File: config.mk
export PLATFORM = sky130hd
export DESIGN_NAME = chan_out_disable
export DESIGN_NICKNAME = d
export VERILOG_FILES = /design/src/rtl/cod_pkg.sv /design/src/rtl/cod_rst_sync.sv /design/src/rtl/cod_sync.sv /design/src/rtl/cod_cfg_regs.sv /design/src/rtl/cod_force.sv /design/src/rtl/chan_out_disable.sv
export SDC_FILE = /design/constraint.sdc
export NUM_CORES = 1
export LEC_CHECK = 0
export ABC_CLOCK_PERIOD_IN_PS = 2800
export CAP_MARGIN = 30
export CORE_MARGIN = 2
export CORE_UTILIZATION = 30
export CTS_BUF_LIST = sky130_fd_sc_hd__clkbuf_2 sky130_fd_sc_hd__clkbuf_4 sky130_fd_sc_hd__clkbuf_8
export DETAILED_ROUTE_END_ITERATION = 6
export GPL_TIMING_DRIVEN = 0
export PLACE_DENSITY_LB_ADDON = 0.05
export SLEW_MARGIN = 20
export SYNTH_ARGS = -nofsm -noshare
export SYNTH_HDL_FRONTEND = slang
export SYNTH_HIERARCHICAL = 1
export SYNTH_SLANG_ARGS = --single-unit
File: constraint.sdc
create_clock -name clk -period 2.8 [get_ports clk]
set_clock_uncertainty 0.05 [all_clocks]
set_input_delay 0.56 -clock clk [delete_from_list [all_inputs] [get_ports clk]]
set_output_delay 0.56 -clock clk [all_outputs]
set_load 0.05 [all_outputs]
File: src/rtl/cod_pkg.sv
package cod_pkg;
  // Per-channel configuration word layout
  localparam int CFG_W       = 2;
  localparam int CFG_EN_BIT  = 1;
  localparam int CFG_POL_BIT = 0;

  typedef struct packed {
    logic en;
    logic pol;
  } ch_cfg_t;
endpackage

File: src/rtl/cod_rst_sync.sv
module cod_rst_sync #(
  parameter int STAGES = 2
) (
  input  logic clk,
  input  logic rst_n,
  output logic rst_n_sync
);
  logic [STAGES-1:0] sh_q;
  logic [STAGES-1:0] sh_d;

  always_comb begin
    sh_d = {sh_q[STAGES-2:0], 1'b1};
  end

  always_ff @(posedge clk or negedge rst_n) begin
    if (!rst_n) sh_q <= '0;
    else        sh_q <= sh_d;
  end

  assign rst_n_sync = sh_q[STAGES-1];
endmodule

File: src/rtl/cod_sync.sv
module cod_sync #(
  parameter int WIDTH  = 4,
  parameter int STAGES = 2
) (
  input  logic             clk,
  input  logic             rst_n,
  input  logic [WIDTH-1:0] d_i,
  output logic [WIDTH-1:0] q_o
);
  logic [STAGES-1:0][WIDTH-1:0] st_q;
  logic [STAGES-1:0][WIDTH-1:0] st_d;

  always_comb begin
    st_d[0] = d_i;
    for (int s = 1; s < STAGES; s++) st_d[s] = st_q[s-1];
  end

  always_ff @(posedge clk or negedge rst_n) begin
    if (!rst_n) st_q <= '0;
    else        st_q <= st_d;
  end

  assign q_o = st_q[STAGES-1];
endmodule

File: src/rtl/cod_cfg_regs.sv
module cod_cfg_regs
  import cod_pkg::*;
#(
  parameter int NUM_CH = 32,
  localparam int ADDR_W = $clog2(NUM_CH)
) (
  input  logic              clk,
  input  logic              rst_n,
  input  logic              we_i,
  input  logic [ADDR_W-1:0] addr_i,
  input  logic [CFG_W-1:0]  wdata_i,
  output logic [CFG_W-1:0]  rdata_o,
  output logic [NUM_CH-1:0] en_o,
  output logic [NUM_CH-1:0] pol_o
);
  ch_cfg_t [NUM_CH-1:0] cfg_q;
  ch_cfg_t [NUM_CH-1:0] cfg_d;
  logic    [NUM_CH-1:0] wr_sel;

  for (genvar c = 0; c < NUM_CH; c++) begin : g_ch
    assign wr_sel[c] = we_i && (addr_i == ADDR_W'(c));

    always_comb begin
      cfg_d[c] = cfg_q[c];
      if (wr_sel[c]) begin
        cfg_d[c].en  = wdata_i[CFG_EN_BIT];
        cfg_d[c].pol = wdata_i[CFG_POL_BIT];
      end
    end

    always_ff @(posedge clk or negedge rst_n) begin
      if (!rst_n)         cfg_q[c] <= '0;
      else if (wr_sel[c]) cfg_q[c] <= cfg_d[c];
    end

    assign en_o[c]  = cfg_q[c].en;
    assign pol_o[c] = cfg_q[c].pol;
  end

  always_comb begin
    rdata_o = '0;
    rdata_o[CFG_EN_BIT]  = cfg_q[addr_i].en;
    rdata_o[CFG_POL_BIT] = cfg_q[addr_i].pol;
  end
endmodule

File: src/rtl/cod_force.sv
module cod_force #(
  parameter int NUM_GROUPS = 4,
  parameter int GROUP_SIZE = 8,
  localparam int NUM_CH = NUM_GROUPS * GROUP_SIZE
) (
  input  logic [NUM_GROUPS-1:0] dis_sync_i,
  input  logic [NUM_CH-1:0]     raw_i,
  input  logic [NUM_CH-1:0]     en_i,
  input  logic [NUM_CH-1:0]     pol_i,
  output logic [NUM_CH-1:0]     pin_o
);
  for (genvar g = 0; g < NUM_GROUPS; g++) begin : g_grp
    for (genvar k = 0; k < GROUP_SIZE; k++) begin : g_ch
      localparam int C = g * GROUP_SIZE + k;
      logic forced;
      assign forced   = dis_sync_i[g] & en_i[C];
      assign pin_o[C] = forced ? ~pol_i[C] : raw_i[C];
    end
  end
endmodule

File: src/rtl/chan_out_disable.sv
module chan_out_disable
  import cod_pkg::*;
#(
  parameter int NUM_GROUPS  = 4,
  parameter int GROUP_SIZE  = 8,
  parameter int SYNC_STAGES = 2,
  localparam int NUM_CH = NUM_GROUPS * GROUP_SIZE,
  localparam int ADDR_W = $clog2(NUM_CH)
) (
  input  logic                  clk,
  input  logic                  rst_n,
  input  logic [NUM_GROUPS-1:0] dis_i,
  input  logic [NUM_CH-1:0]     ch_raw_i,
  input  logic                  cfg_we_i,
  input  logic [ADDR_W-1:0]     cfg_addr_i,
  input  logic [CFG_W-1:0]      cfg_wdata_i,
  output logic [CFG_W-1:0]      cfg_rdata_o,
  output logic [NUM_CH-1:0]     pin_o
);
  logic                  rst_n_int;
  logic [NUM_GROUPS-1:0] dis_sync;
  logic [NUM_CH-1:0]     cfg_en;
  logic [NUM_CH-1:0]     cfg_pol;

  cod_rst_sync #(.STAGES(2)) u_rst_sync (
    .clk        (clk),
    .rst_n      (rst_n),
    .rst_n_sync (rst_n_int)
  );

  cod_sync #(.WIDTH(NUM_GROUPS), .STAGES(SYNC_STAGES)) u_dis_sync (
    .clk   (clk),
    .rst_n (rst_n_int),
    .d_i   (dis_i),
    .q_o   (dis_sync)
  );

  cod_cfg_regs #(.NUM_CH(NUM_CH)) u_cfg (
    .clk     (clk),
    .rst_n   (rst_n_int),
    .we_i    (cfg_we_i),
    .addr_i  (cfg_addr_i),
    .wdata_i (cfg_wdata_i),
    .rdata_o (cfg_rdata_o),
    .en_o    (cfg_en),
    .pol_o   (cfg_pol)
  );

  cod_force #(.NUM_GROUPS(NUM_GROUPS), .GROUP_SIZE(GROUP_SIZE)) u_force (
    .dis_sync_i (dis_sync),
    .raw_i      (ch_raw_i),
    .en_i       (cfg_en),
    .pol_i      (cfg_pol),
    .pin_o      (pin_o)
  );
endmodule

==> flow_summary.toml, run 1 <==
[yosys]
synthArstFlopShare_pct = 100
seq_area_frac_synth_pct = 44.7
synth_cells = 370
synth.avg_cell_area_um2 = 11.2
ys_seq_elements = 74
ys_types = 29
synth_nets = 416
synthFlopType = "dfrtp_1"
ys_warn_count = 6
synth_edf_count = 0
synth.cell_area_um2 = 4140

[cells_and_area]
stdcell_count = 651
fillers = 1297
syn2layout_area_growth_pct = 36.7
drive_gt1_share_pct = 30.1
n_antenna_cell = 0
fin_nets = 516

[timing]
setup_violations = 0
fin_crit_ns = 2.70
whs_ns = 0.184
slew_viol_final = 0
finalCritPeriodShare_pct = 96.5
fmax_mhz = 370
finalHoldViolCount = 0
worst_slew_pin_slew_ns = 0.615
rsz0062_at_grt = "false"
slew_headroom_pct = 59.0
fin_ws_ns = 0.0982

[power_and_ir_drop]
p_leak_nw = 2.69
irDropWorstVdd_mv = 0.350
powerDensity_nw_per_um2 = 599
p_total_w = 0.00339

[clock_tree]
htree_num_levels = 3
clock_path_buffers = 2
cts_tree = "built"
cts_buffers = 9
cts_root_buf = "clkbuf_8"
hold_buffers = 0
cts.sinks = 74
clk_pin_slew_ns = 0.08
insertion_delay_ns = 0.35

[grt]
use_met1_pct = 21.3
grt_pass1_vias = 3141
antenna_found_initial = 0
grt.met2_usage_pct = 25.9
grt_pass1_wl_um = 17500
groute.usage.overall_pct = 15.9
grt_overflow_total = 0
grt_max_degree = 51
grt_util_met3_pct = 3.29
grt-busiest-layer = "met2"

[detailed_routing]
drc = 0
drt-vias-per-instance = 4.69
vias = 3055
drtIter0Drc = 138
wl_um = 11200
post_drt_wl_per_cell_um = 17.2
ant_nets = 0
firstDrtPassIters = 5

[place]
gp_congestion = 0.763
post-place-cells = 625
place_ws_ns = -1.09
portBuffers = 78
dp_hpwl_um = 8190

[floorplanning]
die_area_um2 = 14800
num_io_pins = 80
initial_utilization_pct = 31.0
die_height_um = 121
die_x_um = 121
rows = 42
fp.coreArea_um2 = 13300

[worst_setup_path]
rr_worst_depth = 1
worst_ep_required_time_ns = 2.19
path_class = "in -> out"
cp-start-kind = "primary input"
crit_path_max_fanout = 10
end_kind = "output pin"
cp.arrival_ns = 2.09

[flow_run]
maxCapViolCount = 0

[hold_path]
hp-class = "reg -> async"

[run_status]
status = "complete, no violations"
## cells in the final DEF (no fill, tap or decap), types with 4 or more instances in the layout
| cell type | netlist | routed |
|---|---|---|
| mux2_2 | 64 | 64 |
| mux2i_1 | 64 | 61 |
| nand2_1 | 41 | 40 |
| buf_4 | 4 | 14 |
| nor2b_1 | 5 | 5 |
| clkbuf_1 | 8 | 7 |
| nor2_1 | 13 | 13 |
| nand2_2 | 10 | 11 |
| nor3_2 | 6 | 6 |
| a22oi_1 | 14 | 13 |
| nand4b_1 | 5 | 5 |
| dfrtp_1 | 74 | 73 |
| clkbuf_8 | 0 | 11 |
| clkdlybuf4s50_1 | 0 | 72 |
| clkbuf_4 | 0 | 5 |
| inv_1 | 32 | 32 |
| buf_6 | 5 | 4 |
| buf_12 | 0 | 4 |
## flip-flops by register name, indices dropped and copies added (netlist names)
signal	count
u_cfg/en_o	32
u_cfg/pol_o	32
u_dis_sync/q_o	4
u_dis_sync/st_d	4
u_rst_sync/sh_q	2
## report_power, final
group / switching, W / internal, W / total [W]
Combinational: 0.000528 / 0.000476 / 0.00100
Clock: 0.000386 / 0.000582 / 0.000968
Sequential: 0.000164 / 0.00126 / 0.00142
## path summary, 6_finish.rpt
check	start	end	slack, ns
worst max register to register	u_cfg/pol_o[3]$_DFFE_PN0P_	u_cfg/pol_o[3]$_DFFE_PN0P_	1.94
worst min register to register	u_rst_sync/sh_q[1]$_DFF_PN0_	u_dis_sync/q_o[0]$_DFF_PN0_	0.18
worst max-delay path	cfg_addr_i[0]	cfg_rdata_o[0]	0.1
min in group clk	u_dis_sync/st_d[4]$_DFF_PN0_	u_dis_sync/q_o[0]$_DFF_PN0_	0.31
worst min-delay path	u_rst_sync/sh_q[1]$_DFF_PN0_	u_dis_sync/q_o[0]$_DFF_PN0_	0.18
max in group asynchronous	u_rst_sync/sh_q[1]$_DFF_PN0_	u_cfg/en_o[24]$_DFFE_PN0P_	1.95
## timing repair
item / in CTS / in global routing
buffers inserted: 6 / 3
cloned: 0 / 2
gates resized for setup: 34 / 19
endpoints found under the setup margin: 2 / 2
pin swaps: 3 / 6
## worst max-delay path, cell delays in order
cell and delay (ns):
dlygate4sd2_1 0.29, buf_6 0.17, nor2_4 0.18, a22oi_1 0.09
and4b_2 0.26, a31oi_4 0.21, o311ai_4 0.15, buf_6 0.18
## cell type report
type	instances	area (µm²)	share of cell area, %
Buffer	21	174	3.07
Clock buffer	14	174	3.07
Clock inverter	2	60.1	1.06
Inverter	32	120	2.12
Multi-Input combinational cell	242	2130	37.5
Sequential cell	74	1860	32.8
Tap cell	176	220	3.89
Timing Repair Buffer	90	932	16.5
## stage by stage
step	util [%]	TNS, ns	cell area (µm²)
2_1_floorplan	-	0	4160
3_3_place_gp	38.6	-37.37	5160
3_5_place_dp	38.9	-2.13	5190
4_1_cts	41.5	0	5530
5_1_grt	42.4	0	5660
6_report	42.4	0	5660
## cell families (layout without fill, tap and decap cells)
kind of cell | Yosys count | count (layout) | share of synthesized area [%]
buf+inv | 54 | 159 | 6.32
mux | 128 | 128 | 32.9
simple gates | 93 | 93 | 12.5
flops | 74 | 74 | 44.7
other cells | 1 | 1 | 0.0906
compound gates | 20 | 20 | 3.51
## routing by layer
layer | vias to the layer above | share of wire (%) | wire length (µm)
met5 | - | 0 | 0
li1 | 1471 | - | -
met2 | 77 | 48 | 5340
met3 | 13 | 4.9 | 553
met1 | 1494 | 46 | 5140
met4 | 0 | 1.6 | 185
## Yosys cell counts (all sizes together), types with 5 or more instances
cell / number / area, µm²
nor2: 14 / 55.1
mux2: 64 / 721
inv: 32 / 120
nor3: 6 / 60.1
clkbuf: 10 / 40.0
a22oi: 14 / 105
nor2b: 5 / 31.3
mux2i: 64 / 641
nand4b: 5 / 43.8
buf: 12 / 101
dfrtp: 74 / 1850
nand2: 51 / 216
No activity file was read; power rests on OpenSTA's default activity.
==> run 2, diff against run 1 <==
--- a/config.mk
+++ b/config.mk
@@ -5,7 +5,7 @@
 export SDC_FILE = /design/constraint.sdc
 export NUM_CORES = 1
 export LEC_CHECK = 0
-export ABC_CLOCK_PERIOD_IN_PS = 2800
+export ABC_CLOCK_PERIOD_IN_PS = 3200
 export CAP_MARGIN = 30
 export CORE_MARGIN = 2
 export CORE_UTILIZATION = 30
==> constraint.sdc (replaced) <==
create_clock -name clk -period 3.2 [get_ports clk]
set_clock_uncertainty 0.05 [all_clocks]
set_input_delay 0.64 -clock clk [delete_from_list [all_inputs] [get_ports clk]]
set_output_delay 0.64 -clock clk [all_outputs]
set_load 0.05 [all_outputs]
==> run 2 against run 1 <==
Against the previous run: sequential share of layout area increased by 1.4 points; sequential power shrank 13%; global-route usage is 0.48 points higher; worst hold slack improved by 0.062 ns; cell count decreased by 0.92%; non-clock buffer count down 6; via count barely moved; cell area decreased by 4.0%; first-iteration DRC count shrank 25%.
==> flow_summary.toml, run 2 (synthesized netlist as in run 1, its figures left out) <==
[clock_tree]
clock_path_buffers = 2
clk_pin_slew_ns = 0.07
cts.sinks = 74
htree_num_levels = 3
cts_root_buf = "clkbuf_8"
insertion_delay_ns = 0.36
hold_buffers = 0
cts_tree = "built"
cts_buffers = 9

[detailed_routing]
ant_nets = 0
drtIter0Drc = 104
firstDrtPassIters = 4
wl_um = 11200
vias = 3054
drc = 0
drt-vias-per-instance = 4.73
post_drt_wl_per_cell_um = 17.4

[timing]
setup_violations = 0
slew_viol_final = 0
whs_ns = 0.245
finalHoldViolCount = 0
worst_slew_pin_slew_ns = 0.586
fmax_mhz = 329
rsz0062_at_grt = "false"
fin_crit_ns = 3.04
slew_headroom_pct = 60.9
finalCritPeriodShare_pct = 95.1

[cells_and_area]
mostFrequentLayoutCells = "73 x clkdlybuf4s50_1, 73 x dfrtp_1, 64 x mux2i_1, 64 x mux2_2, 41 x nand2_1"
drive_gt1_share_pct = 27.5
fin_util_pct = 40.7
syn2layout_area_growth_pct = 31.2
n_antenna_cell = 0
design_area_um2 = 5430
fin_nets = 510

[place]
placed_area_um2 = 5160
gp_congestion = 0.810
portBuffers = 78
dp_hpwl_um = 8260

[hold_path]
hp-class = "reg -> async"

[floorplanning]
initial_utilization_pct = 31.0
num_io_pins = 80
die_area_um2 = 14800
rows = 42
die_height_um = 121
fp.coreArea_um2 = 13300
die_x_um = 121

[grt]
grt_pass1_wl_um = 18100
grt_overflow_total = 0
grt_max_degree = 40
grt_pass1_vias = 3321
antenna_found_initial = 0
groute.usage.overall_pct = 16.3

[power_and_ir_drop]
p_leak_nw = 2.59
irDropWorstVdd_mv = 0.218
powerDensity_nw_per_um2 = 507

[worst_setup_path]
slowest_delay_ns = 0.63
cp-start-kind = "primary input"
cp_slowest_cell = "clkdlybuf4s50_1"
path_class = "in -> out"
worst_ep_required_time_ns = 2.51
end_kind = "output pin"
cp_cell_sequence = "clkdlybuf4s50_1, buf_2, nand2_1, a21oi_1, a31oi_2, o311ai_2, buf_6"
crit_path_max_fanout = 10
cp.arrival_ns = 2.35

[flow_run]
maxCapViolCount = 0

[run_status]
status = "complete, no violations"
## run 2: power breakdown
group	total [W]	internal [W]	switching, W
Combinational	0.000838	0.000392	0.000446
Sequential	0.00124	0.00110	0.000145
Clock	0.000673	0.000307	0.000366
## run 2: repair_timing
item | 4_1_cts | 5_1_grt
buffers inserted | 4 | 0
gates resized for setup | 27 | 5
setup endpoints to repair | 2 | 2
pin swaps | 4 | 1
## run 2: per-layer routing
layer  vias to the layer above  track usage, %  share of wire [%]
li1                       1461               -                  -
met1                      1505            22.0                 47
met2                        74            25.8                 47
met3                        14            3.05                4.0
met4                         0            6.75                2.1
met5                         -               0                  0
## run 2: final timing paths
| check | startpoint | endpoint | slack (ns) | cells after the start |
|---|---|---|---|---|
| min | u_rst_sync/sh_q[1]$_DFF_PN0_ | u_dis_sync/st_d[5]$_DFF_PN0_ | 0.25 | 0 |
| max in group asynchronous | u_rst_sync/sh_q[1]$_DFF_PN0_ | u_cfg/pol_o[22]$_DFFE_PN0P_ | 2.28 | 1 |
| max | cfg_addr_i[4] | cfg_rdata_o[1] | 0.16 | 7 |
| min reg2reg | u_rst_sync/sh_q[1]$_DFF_PN0_ | u_dis_sync/st_d[5]$_DFF_PN0_ | 0.25 | 0 |
| max reg2reg | u_rst_sync/sh_q[1]$_DFF_PN0_ | u_cfg/pol_o[22]$_DFFE_PN0P_ | 2.28 | 1 |
| min in group clk | u_dis_sync/st_d[4]$_DFF_PN0_ | u_dis_sync/q_o[0]$_DFF_PN0_ | 0.30 | 0 |
## run 2: per-stage QoR
step	TNS (ns)	worst slack [ns]	instances	power, W
6_report	0	0.158	645	0.00276
5_1_grt	0	0.0342	645	0.00292
4_1_cts	0	0.0241	645	0.00279
3_5_place_dp	-1.60	-0.814	625	0.00209
3_3_place_gp	-3.24	-0.791	624	0.00208
2_1_floorplan	0	0.0273	370	0.00179
## run 2: area by class of cell
class                           instances  area, µm²
Sequential cell                        74       1860
Timing Repair Buffer                   83        846
Tap cell                              176        220
Fill cell                            1363       7910
Clock buffer                           11        145
Clock inverter                          5       30.0
Buffer                                 22        158
Multi-Input combinational cell        242       2060
Inverter                               32        120
## run 2: worst max-delay path: cells and delay by family
kind                   cells  cell delay, ns
buffers and inverters      3            1.15
AO/OA/AOI/OAI              3            0.45
AND/OR/NAND/NOR            1            0.10
